`src/rtl/wdog_pkg.sv`:
```
package wdog_pkg;
  typedef enum logic [1:0] {
    PER_OFF   = 2'b00,
    PER_LONG  = 2'b01,
    PER_SHORT = 2'b10,
    PER_MID   = 2'b11
  } per_e;
endpackage

```
`src/rtl/wdog_cfg.sv`:
```
module wdog_cfg
  import wdog_pkg::*;
(
  input  logic       clk,
  input  logic       rst_n,
  input  logic       warm_rst_i,
  input  logic       cfg_we_i,
  input  logic [1:0] cfg_wdata_i,
  output per_e       period_o,
  output logic       rearm_o,
  output logic       clr_fail_o
);
  per_e period_q, period_d;
  logic period_en;
  logic wr_ok;

  // a period write is accepted only when no external warm reset is present
  assign wr_ok = cfg_we_i && !warm_rst_i;

  always_comb begin
    period_d  = period_q;
    period_en = 1'b0;
    if (warm_rst_i) begin
      period_d  = PER_OFF;
      period_en = 1'b1;
    end else if (cfg_we_i) begin
      period_d  = per_e'(cfg_wdata_i);
      period_en = 1'b1;
    end
  end

  always_ff @(posedge clk or negedge rst_n) begin
    if (!rst_n) begin
      period_q <= PER_OFF;
    end else if (period_en) begin
      period_q <= period_d;
    end
  end

  assign rearm_o    = wr_ok && (cfg_wdata_i != 2'b00) && (cfg_wdata_i != period_q);
  assign clr_fail_o = wr_ok && (cfg_wdata_i != 2'b00);
  assign period_o   = period_q;

  // an external warm reset leaves the watchdog disabled
  assert_warm_clears_R6: assert property (@(posedge clk) disable iff (!rst_n)
    warm_rst_i |=> (period_q == PER_OFF));
endmodule

```
`src/rtl/wdog_cnt.sv`:
```
module wdog_cnt
  import wdog_pkg::*;
#(
  parameter int CW       = 14,
  parameter int TC_LONG  = 8192,
  parameter int TC_SHORT = 128,
  parameter int TC_MID   = 1024
) (
  input  logic clk,
  input  logic rst_n,
  input  per_e period_i,
  input  logic tick_i,
  input  logic restart_i,
  input  logic hold_i,
  output logic expire_o
);
  localparam logic [CW-1:0] LAST_LONG  = CW'(TC_LONG - 1);
  localparam logic [CW-1:0] LAST_SHORT = CW'(TC_SHORT - 1);
  localparam logic [CW-1:0] LAST_MID   = CW'(TC_MID - 1);

  logic [CW-1:0] cnt_q, cnt_d;
  logic [CW-1:0] last;
  logic          en;
  logic          at_last;
  logic          cnt_en;

  always_comb begin
    unique case (period_i)
      PER_LONG:  last = LAST_LONG;
      PER_SHORT: last = LAST_SHORT;
      PER_MID:   last = LAST_MID;
      default:   last = '0;
    endcase
  end

  assign en      = (period_i != PER_OFF);
  assign at_last = (cnt_q == last);

  always_comb begin
    cnt_d    = cnt_q;
    cnt_en   = 1'b0;
    expire_o = 1'b0;
    if (restart_i || hold_i || !en) begin
      cnt_d  = '0;
      cnt_en = 1'b1;
    end else if (tick_i) begin
      cnt_en = 1'b1;
      if (at_last) begin
        cnt_d    = '0;
        expire_o = 1'b1;
      end else begin
        cnt_d = cnt_q + 1'b1;
      end
    end
  end

  always_ff @(posedge clk or negedge rst_n) begin
    if (!rst_n) begin
      cnt_q <= '0;
    end else if (cnt_en) begin
      cnt_q <= cnt_d;
    end
  end

  // an armed count never passes its terminal value
  assert_cnt_in_range_R2: assert property (@(posedge clk) disable iff (!rst_n)
    en |-> (cnt_q <= last));
  // hold leaves the counter at zero
  assert_hold_clears_R7: assert property (@(posedge clk) disable iff (!rst_n)
    hold_i |=> (cnt_q == '0));
endmodule

```
`src/rtl/wdog_flag.sv`:
```
module wdog_flag (
  input  logic clk,
  input  logic rst_n,
  input  logic expire_i,
  input  logic sts_we_i,
  input  logic sts_flag_wd_i,
  input  logic clr_fail_i,
  output logic flag_o,
  output logic fail_o,
  output logic event_o,
  output logic req_o
);
  logic flag_q, flag_d, fail_q, fail_d;
  logic event_q, req_q;
  logic flag_clr;

  assign flag_clr = sts_we_i && sts_flag_wd_i;

  always_comb begin
    flag_d = flag_q;
    if (expire_i)      flag_d = 1'b1;
    else if (flag_clr) flag_d = 1'b0;
    fail_d = fail_q;
    if (expire_i)        fail_d = 1'b1;
    else if (clr_fail_i) fail_d = 1'b0;
  end

  always_ff @(posedge clk or negedge rst_n) begin
    if (!rst_n) begin
      flag_q  <= 1'b0;
      fail_q  <= 1'b0;
      event_q <= 1'b0;
      req_q   <= 1'b0;
    end else begin
      flag_q  <= flag_d;
      fail_q  <= fail_d;
      event_q <= expire_i;
      req_q   <= expire_i;
    end
  end

  assign flag_o  = flag_q;
  assign fail_o  = fail_q;
  assign event_o = event_q;
  assign req_o   = req_q;

  // the flag only falls on a clearing write
  assert_flag_sticky_R5: assert property (@(posedge clk) disable iff (!rst_n)
    (flag_q && !flag_clr) |=> flag_q);
  // an event is always accompanied by the flag
  assert_event_sets_flag_R2: assert property (@(posedge clk) disable iff (!rst_n)
    event_q |-> flag_q);
  // an event is always accompanied by the failure output
  assert_event_sets_fail_R9: assert property (@(posedge clk) disable iff (!rst_n)
    event_q |-> fail_q);
endmodule

```
`src/rtl/wdog_timer.sv`:
```
module wdog_timer
  import wdog_pkg::*;
#(
  parameter int TC_LONG  = 8192,
  parameter int TC_SHORT = 128,
  parameter int TC_MID   = 1024
) (
  input  logic       clk,
  input  logic       rst_n,
  input  logic       tick_i,
  input  logic       stat_rd_i,
  input  logic       soft_hold_i,
  input  logic       warm_rst_i,
  input  logic       cfg_we_i,
  input  logic [1:0] cfg_wdata_i,
  input  logic       sts_we_i,
  input  logic       sts_flag_wd_i,
  output logic [1:0] period_o,
  output logic       wd_event_o,
  output logic       wd_flag_o,
  output logic       sysfail_o,
  output logic       warm_req_o
);
  localparam int TC_A   = (TC_LONG > TC_SHORT) ? TC_LONG : TC_SHORT;
  localparam int TC_MAX = (TC_A > TC_MID) ? TC_A : TC_MID;
  localparam int CW     = (TC_MAX > 1) ? $clog2(TC_MAX) : 1;

  per_e period;
  logic rearm, clr_fail, expire, restart;

  assign restart = stat_rd_i || rearm || warm_rst_i;

  wdog_cfg u_cfg (
    .clk        (clk),
    .rst_n      (rst_n),
    .warm_rst_i (warm_rst_i),
    .cfg_we_i   (cfg_we_i),
    .cfg_wdata_i(cfg_wdata_i),
    .period_o   (period),
    .rearm_o    (rearm),
    .clr_fail_o (clr_fail)
  );

  wdog_cnt #(
    .CW      (CW),
    .TC_LONG (TC_LONG),
    .TC_SHORT(TC_SHORT),
    .TC_MID  (TC_MID)
  ) u_cnt (
    .clk      (clk),
    .rst_n    (rst_n),
    .period_i (period),
    .tick_i   (tick_i),
    .restart_i(restart),
    .hold_i   (soft_hold_i),
    .expire_o (expire)
  );

  wdog_flag u_flag (
    .clk          (clk),
    .rst_n        (rst_n),
    .expire_i     (expire),
    .sts_we_i     (sts_we_i),
    .sts_flag_wd_i(sts_flag_wd_i),
    .clr_fail_i   (clr_fail),
    .flag_o       (wd_flag_o),
    .fail_o       (sysfail_o),
    .event_o      (wd_event_o),
    .req_o        (warm_req_o)
  );

  assign period_o = period;

  // a disabled watchdog raises no event in the following cycle
  assert_off_silent_R1: assert property (@(posedge clk) disable iff (!rst_n)
    (period == PER_OFF) |=> !wd_event_o);
endmodule

```
`config.mk`:
```
export PLATFORM = sky130hd
export DESIGN_NAME = wdog_timer
export DESIGN_NICKNAME = d
export VERILOG_FILES = /design/src/rtl/wdog_pkg.sv /design/src/rtl/wdog_cfg.sv /design/src/rtl/wdog_cnt.sv /design/src/rtl/wdog_flag.sv /design/src/rtl/wdog_timer.sv
export SDC_FILE = /design/constraint.sdc
export NUM_CORES = 1
export LEC_CHECK = 0
export ABC_AREA = 0
export BUFFER_PORTS_ARGS = -buffer_cell sky130_fd_sc_hd__buf_2
export CAP_MARGIN = 5
export CORE_MARGIN = 8
export CORE_UTILIZATION = 35
export DETAILED_ROUTE_END_ITERATION = 12
export MAX_ROUTING_LAYER = met4
export REMOVE_ABC_BUFFERS = 1
export SLEW_MARGIN = 15
export SYNTH_ARGS = -nofsm -noshare
export SYNTH_HDL_FRONTEND = slang
export SYNTH_SLANG_ARGS = --single-unit
```
`constraint.sdc`:
```
create_clock -name clk -period 3.1 [get_ports clk]
set_input_delay 0.31 -clock clk [delete_from_list [all_inputs] [get_ports clk]]
set_output_delay 0.31 -clock clk [all_outputs]
set_load 0.02 [all_outputs]
```
## After elaboration in Yosys (flattened, before gate mapping)

Cells that the tools add are included.

| operators by class | value |
|---|---|
| equality and inequality tests | 5 |
| mux-type cells | 17 |
| add/subtract/negate cells | 1 |
| reduce and logical (&&, ||, !) cells | 18 |

Operators by type and width:

| kind | count |
|---|---|
| two-way mux 13 bit | 3 |
| one-hot mux 13 bit (3 select lines) | 1 |
| adder 13 x 1 -> 13 bit, second input constant | 1 |
| equality test 13 bit | 1 |
| nonzero test 2 bit | 6 |
| two-way mux 1 bit | 11 |
| equality test 2 bit, second input constant | 2 |
| logical AND 1 bit | 4 |
| logical OR 1 bit | 4 |
| two-way mux 2 bit | 2 |
| AND reduction 2 bit | 2 |
| equality test 2 x 1 -> 1 bit, second input constant | 1 |
| zero test 1 bit | 2 |
| inequality test 2 bit | 1 |

| storage, ports and cells | value |
|---|---|
| register bits | 18 |
| output and inout port bits | 6 |

## Depth between registers and ports, before layout

Gate-level depths: netlist of the first run.

| depth | value |
|---|---|
| depth after elaboration | 10 |
| gate-level depth with buffers | 6 |
| mapped depth without buffers | 6 |

## Modules after synthesis

From an unflattened synthesis of the first run, not the netlist that was laid out.

| second synthesis, totals | value |
|---|---|
| cells, all modules | 110 |
| area total of the unflattened synthesis | 1,009.7 um^2 |

Modules (own cells, without submodules):

| module | sequential area each (um^2) | times used | cells each | area an instance (um^2) |
|---|---|---|---|---|
| wdog_cnt | 325.3 | 1 | 88 | 769.5 |
| wdog_cfg | 50.0 | 1 | 13 | 128.9 |
| wdog_flag | 75.1 | 1 | 8 | 105.1 |
| wdog_timer | 0.0 | 1 | 1 | 6.3 |

## Worst setup path before layout of the first run

No wires, ideal clock.

| timing | value |
|---|---|
| path type | register -> register |
| start | register u_cfg.period_q[0] (netlist: u_cfg.period_o[0]) |
| end | register u_cnt.cnt_q[2] |
| setup time | 0.127 ns |
| buffers on the path | 1 |
| period minus slack after synthesis | 1.935 ns |
| stages on the path, launching flop included | 7 |
| setup slack | 1.165 ns |
| arrival time | 1.808 ns |
| cell sequence | dfrtp_1 > nor2b_1 > or4_1 > a221o_1 > clkbuf_1 > nand4b_1 > a31oi_1 |

| between the ends | value |
|---|---|
| cells in the longest elaborated chain, start to end | 8 |
| elaborated cells between the ends (all ways) | 19 |

RTL lines:

| element | RTL line | source |
|---|---|---|
| start: declaration | wdog_cfg.sv:13 | `per_e period_q, period_d;` |
| start signal: assignment | wdog_cfg.sv:36 | `period_q <= period_d;` |
| branches (longest 8 deep; another with one-hot mux 13 bit (3 select lines)) | - |  |
| end signal: assignment | wdog_cnt.sv:61 | `cnt_q <= cnt_d;` |
| end: declaration | wdog_cnt.sv:21 | `logic [CW-1:0] cnt_q, cnt_d;` |

Parallel ways; which one is timed is not known. The select of a mux whose other input is x is not followed.
A chain may end at the register's enable or synchronous reset.

## Worst setup path in the final report of the first run

| timing | value |
|---|---|
| start | register u_cfg.period_q[0] (netlist: u_cfg.period_o[0]) |
| end | register u_flag.fail_q (netlist: u_flag.fail_o) |

| between the ends | value |
|---|---|
| cells in the longest elaborated chain, start to end | 8 |
| elaborated cells between the ends (all ways) | 18 |

RTL lines:

| element | RTL line | source |
|---|---|---|
| branches (longest 6 deep; another with one-hot mux 13 bit (3 select lines)) | - |  |
| two-way mux 1 bit * | wdog_cnt.sv:43 | `if (restart_i \|\| hold_i \|\| !en) begin` |
| two-way mux 1 bit / nonzero test 2 bit (equally long branches) | - |  |
| end signal: assignment | wdog_flag.sv:36 | `fail_q <= fail_d;` |
| end: declaration | wdog_flag.sv:13 | `logic flag_q, flag_d, fail_q, fail_d;` |

Every way passes the cells marked *.

==> impl_metrics.env, run 1 <==
export IMPL_first_iter_violations=15
export IMPL_cp_required_ps=3340
export IMPL_root_buffer="clkbuf_4"
export IMPL_worst_pin_slew_ps=415
export IMPL_hold_viol_final=0
export IMPL_grt_pass1_vias=883
export IMPL_numPortBuffers=16
export IMPL_grt_pass1_wl_um=3910
export IMPL_layout_drive_gt1_share_pct=15.8
export IMPL_synth_area_per_cell_um2=8.60
export IMPL_synthFlopType="dfrtp_1"
export IMPL_r2r_slack_ps=1020
export IMPL_vias=910
export IMPL_gp_congestion=0.774
export IMPL_cts_resized=0
export IMPL_rsz0062_at_grt="false"
export IMPL_ys_ff_latch=18
export IMPL_fin_skew_ps=1.27
export IMPL_seqCellArea_um2=450
export IMPL_arrival_ps=2320
export IMPL_r2r_start="u_cfg.period_o[0]"
export IMPL_worstSetupPathType="reg2reg"
export IMPL_die_height_um=69.8
export IMPL_hp_class="in2reg"
export IMPL_outcome="finished, final reports clean"
export IMPL_end_kind="flip-flop"
export IMPL_post_cts_buffers=0
export IMPL_period_share_pct=67.0
export IMPL_finalSetupViolations=0
export IMPL_cts_buffer_depth=2
export IMPL_whs_path_depth=2
export IMPL_post_route_drc_count=0
export IMPL_fill_cells=286
export IMPL_min_period_ps=2080
export IMPL_coreArea_mm2=0.00276
export IMPL_routed_wl_um=2260
export IMPL_yosys_warnings=0
export IMPL_netlist_area_mm2=0.00101
export IMPL_layout_common_cells="nand2_1 (18), dfrtp_1 (18), buf_2 (16), nor2_1 (9), nand3_1 (9)"
export IMPL_cts_tree="yes"
export IMPL_dp_hpwl_um=1670
export IMPL_antenna_left=0
export IMPL_whs_endpoint="u_cfg.period_o[0]"
export IMPL_gr_total_overflow=0
export IMPL_dr_pass1_iters=4
export IMPL_vias_per_cell=5.55
export IMPL_r2r_cells=5
export IMPL_grt_max_degree=19
export IMPL_syn_instance_count=118
export IMPL_h_tree_depth=1
export IMPL_drv_slew=0
export IMPL_pin_count=17
export IMPL_clock_fmax_mhz=481
export IMPL_worst_skew_pair_late_latency_ps=300
export IMPL_synth_edf_count=0
export IMPL_clkTransAtPathRegs_ps=100
export IMPL_max_vdd_ir_drop_mv=0.196
export IMPL_relSlewSlack_pct=72.3
export IMPL_r2r_end="u_flag.fail_o"
export IMPL_cts_made_buffers=3
export IMPL_syn_to_final_growth_pct=12.7
export IMPL_async_reset_ff_share_pct=100
export IMPL_ys_seq_area_share_pct=44.4
export IMPL_power_density_mw_per_mm2=354
export IMPL_max_cap_violations=0
export IMPL_yosysUniqueCellTypes=31
export IMPL_grt_usage_pct=9.90
export IMPL_startpoint_type="flip-flop"
export IMPL_insertedDiodeCount=0
export IMPL_tns_ps=0
export IMPL_preCtsSetupSlack_ps=1030
export IMPL_die_x_um=69.8
export IMPL_cts_hold_buf=1
export IMPL_layout_nets=147
export IMPL_rows=19
export IMPL_wl_per_cell_um=13.8
export IMPL_antenna_found_initial=0
export IMPL_dieArea_mm2=0.00488
export IMPL_hold_start="warm_rst_i"
export IMPL_start_util_pct=36.8
export IMPL_p_leak_uw=0.000507
export IMPL_worstPathMaxFanout=12
export IMPL_finalWorstSetupSlack_ps=1020
export IMPL_clkSinkCount=18
export IMPL_multi_input_area_um2=531
## flip-flops by register name, indices dropped and copies added, names as in the netlist
signal	cells
u_cfg.period_o	2
u_flag.event_o	1
u_flag.flag_o	1
u_cnt.cnt_q	13
u_flag.fail_o	1
## layout make-up
cell class	instances	share of cell area [%]
Multi-Input combinational cell	92	46.4
Sequential cell	18	39.4
Timing Repair Buffer	17	7.88
Tap cell	31	3.39
Clock buffer	3	1.97
Inverter	3	0.985
## power by group
group | switching (µW) | internal [µW]
clock network | 72.8 | 45.3
logic | 29.9 | 16.7
registers | 3.21 | 237
total | 106 | 299
## Yosys cell counts (2+ instances only)
cell type | instances | area [µm²]
dfrtp_1 | 18 | 450
nand2_1 | 18 | 67.6
nand3_1 | 9 | 45.0
nor2_1 | 9 | 33.8
a21oi_1 | 8 | 40.0
nor3_1 | 5 | 25.0
or3_1 | 5 | 31.3
a31oi_1 | 4 | 25.0
clkbuf_1 | 4 | 15.0
nand4_1 | 4 | 25.0
and3_1 | 3 | 18.8
inv_1 | 3 | 11.3
a211oi_1 | 2 | 15.0
mux2i_1 | 2 | 20.0
nand2b_1 | 2 | 12.5
nand3b_1 | 2 | 15.0
nand4b_1 | 2 | 17.5
nor4_1 | 2 | 12.5
o21ai_0 | 2 | 10.0
or3_4 | 2 | 22.5
xor2_1 | 2 | 17.5
## critical path, stage by stage, from the launching register on
cell and delay (ps):
dfrtp_1 460, nor2b_1 170, or4_1 410, a221o_1 530, or3_4 400, nand2_1 60
## per-stage QoR
stage                     cells  instance area (µm²)  hold WS (ps)  utilization [%]  total power (µW)
final                       164                 1140           212             41.5               405
after global routing        164                 1140           198             41.5               426
after CTS                   164                 1140           205             41.5               411
after detailed placement    160                 1110           264             40.3               292
after global placement      160                 1110           262             40.3               291
after floorplan             113                  992          14.4                -               269
## cells by family (layout without fill, tap and decap cells)
| kind of cell | count (synthesis) | after routing | share of synthesized area [%] |
|---|---|---|---|
| mux | 2 | 2 | 1.97 |
| xor+xnor | 3 | 3 | 2.59 |
| flops | 18 | 18 | 44.4 |
| fa+ha+maj | 1 | 1 | 1.23 |
| simple gates | 69 | 69 | 36.6 |
| compound gates | 17 | 17 | 9.86 |
| buf+inv | 8 | 23 | 3.33 |
## worst max-delay path by stage
stage / from / end / slack [ps] / cells after the start
after floorplan: u_cfg.period_o[0] / u_flag.fail_o / 1090 / 5
after global placement: warm_rst_i / u_flag.flag_o / 1060 / 6
after detailed placement: warm_rst_i / u_flag.flag_o / 1030 / 6
after CTS: u_cfg.period_o[0] / u_flag.fail_o / 1010 / 5
after global routing: u_cfg.period_o[0] / u_flag.fail_o / 930 / 5
final: u_cfg.period_o[0] / u_flag.fail_o / 1020 / 5
## metal layers
metal,wire length (µm),vias up,global-route usage (%)
met5,0,-,-
met4,46,0,4.69
met3,42,5,2.72
met2,1190,6,17.3
met1,973,442,9.99
li1,-,457,-
(Power assumes the default switching activity.)
==> run 2: changes to the inputs <==
clock period = 1.9 ns   (was 3.1 ns; I/O delays follow)
==> impl_metrics.env, run 2 (same netlist as run 1, synthesis figures left out) <==
export IMPL_outcome="finished, final reports clean"
export IMPL_wl_per_cell_um=13.3
export IMPL_root_buffer="clkbuf_4"
export IMPL_clkSinkCount=18
export IMPL_layout_nets=156
export IMPL_start_util_pct=36.8
export IMPL_worstPathMaxFanout=3
export IMPL_rows=19
export IMPL_fill_cells=287
export IMPL_cts_tree="yes"
export IMPL_vias_per_cell=5.34
export IMPL_worst_skew_pair_late_latency_ps=280
export IMPL_dp_hpwl_um=1760
export IMPL_vias=923
export IMPL_cp_required_ps=2130
export IMPL_dp_cells=169
export IMPL_layout_drive_gt1_share_pct=21.8
export IMPL_dr_pass1_iters=4
export IMPL_crit_path_start="u_cfg.period_o[0]"
export IMPL_max_cap_violations=0
export IMPL_finalSetupViolations=0
export IMPL_max_vdd_ir_drop_mv=0.315
export IMPL_period_share_pct=93.1
export IMPL_clkTransAtPathRegs_ps=100
export IMPL_routed_wl_um=2310
export IMPL_pin_count=17
export IMPL_post_route_drc_count=0
export IMPL_r2r_slack_ps=130
export IMPL_fin_skew_ps=2.68
export IMPL_top_register="u_cnt.cnt_q"
export IMPL_insertedDiodeCount=0
export IMPL_clock_fmax_mhz=565
export IMPL_worstSetupPathType="reg2reg"
export IMPL_grt_max_degree=19
export IMPL_whs_path_depth=2
export IMPL_dieArea_mm2=0.00488
export IMPL_gr_total_overflow=0
export IMPL_antenna_found_initial=0
export IMPL_power_uw=673
export IMPL_hp_class="in2reg"
export IMPL_numPortBuffers=16
export IMPL_seqCellArea_um2=450
export IMPL_fin_util_pct=44.5
export IMPL_p_leak_uw=0.000559
export IMPL_arrival_ps=2000
export IMPL_power_density_mw_per_mm2=549
export IMPL_startpoint_type="flip-flop"
export IMPL_die_x_um=69.8
export IMPL_drv_slew=0
export IMPL_grt_usage_pct=10.1
export IMPL_hold_viol_final=0
export IMPL_min_period_ps=1770
export IMPL_preCtsSetupSlack_ps=81.1
export IMPL_syn_to_final_growth_pct=21.0
export IMPL_gp_congestion=0.808
export IMPL_antenna_left=0
export IMPL_coreArea_mm2=0.00276
export IMPL_grt_pass1_wl_um=4060
export IMPL_multi_input_area_um2=534
export IMPL_largest_register_ffs=13
export IMPL_rsz0062_at_grt="false"
export IMPL_finalWorstSetupSlack_ps=131
export IMPL_grt_pass1_vias=901
export IMPL_end_kind="flip-flop"
export IMPL_layout_common_cells="nand2_1 (18), dfrtp_1 (18), buf_2 (16), nor2_1 (9), nand3_1 (9)"
export IMPL_r2r_start="u_cfg.period_o[0]"
export IMPL_h_tree_depth=1
export IMPL_first_iter_violations=26
export IMPL_r2r_end="u_flag.fail_o"
export IMPL_whs_endpoint="u_cfg.period_o[1]"
export IMPL_r2r_cells=5
export IMPL_worst_pin_slew_ps=424
export IMPL_hold_start="warm_rst_i"
export IMPL_fin_cells=173
export IMPL_relSlewSlack_pct=71.7
export IMPL_die_height_um=69.8
export IMPL_cts_buffer_depth=2
export IMPL_cts_made_buffers=3
[run 2: how the worst max path moves through the flow]
stage	endpoint	depth (start not counted)
after floorplan	u_flag.fail_o	5
after global placement	u_flag.fail_o	6
after detailed placement	u_flag.flag_o	6
after CTS	u_cnt.cnt_q[4]	6
after global routing	u_cnt.cnt_q[4]	6
final	u_flag.fail_o	5
[run 2: per-layer routing]
layer,wire length (µm),GRT usage (%),vias to the layer above
met4,19,3.35,0
met2,1190,17.6,13
li1,-,-,476
met1,1020,11.0,432
met3,77,2.43,2
met5,0,-,-
[run 2: critical path, stage by stage, from the launching register on]
cell and delay [ps]:
dfrtp_1 380, nor2b_1 140, or4_1 400, a221o_1 380, or3_4 350, nand2_1 60
[run 2: area by class of cell]
| cell class | instances | share of cell area (%) |
|---|---|---|
| Multi-Input combinational cell | 92 | 43.5 |
| Sequential cell | 18 | 36.7 |
| Timing Repair Buffer | 26 | 13.9 |
| Tap cell | 31 | 3.16 |
| Clock buffer | 3 | 1.83 |
| Inverter | 3 | 0.917 |
[run 2: repair_timing]
| action | CTS | global route |
|---|---|---|
| setup endpoints to repair | 0 | 4 |
| hold buffers | 1 | 0 |
| buffers inserted | 0 | 0 |
| resized for setup | 0 | 1 |
| hold endpoints to repair | 18 | 0 |
[run 2: per-stage QoR]
| stage | setup TNS [ps] | hold slack (ps) | cell area [µm²] |
|---|---|---|---|
| after CTS | 0 | 90.3 | 1220 |
| after global placement | 0 | 149 | 1190 |
| after floorplan | -333 | -106 | 992 |
| after detailed placement | 0 | 151 | 1190 |
| after global routing | 0 | 104 | 1230 |
| final | 0 | 103 | 1230 |
[run 2: report_power, final]
part	internal, µW	total [µW]	switching [µW]
clock	73.6	186	112
sequential	387	390	2.58
combinational	42.0	97.7	55.7
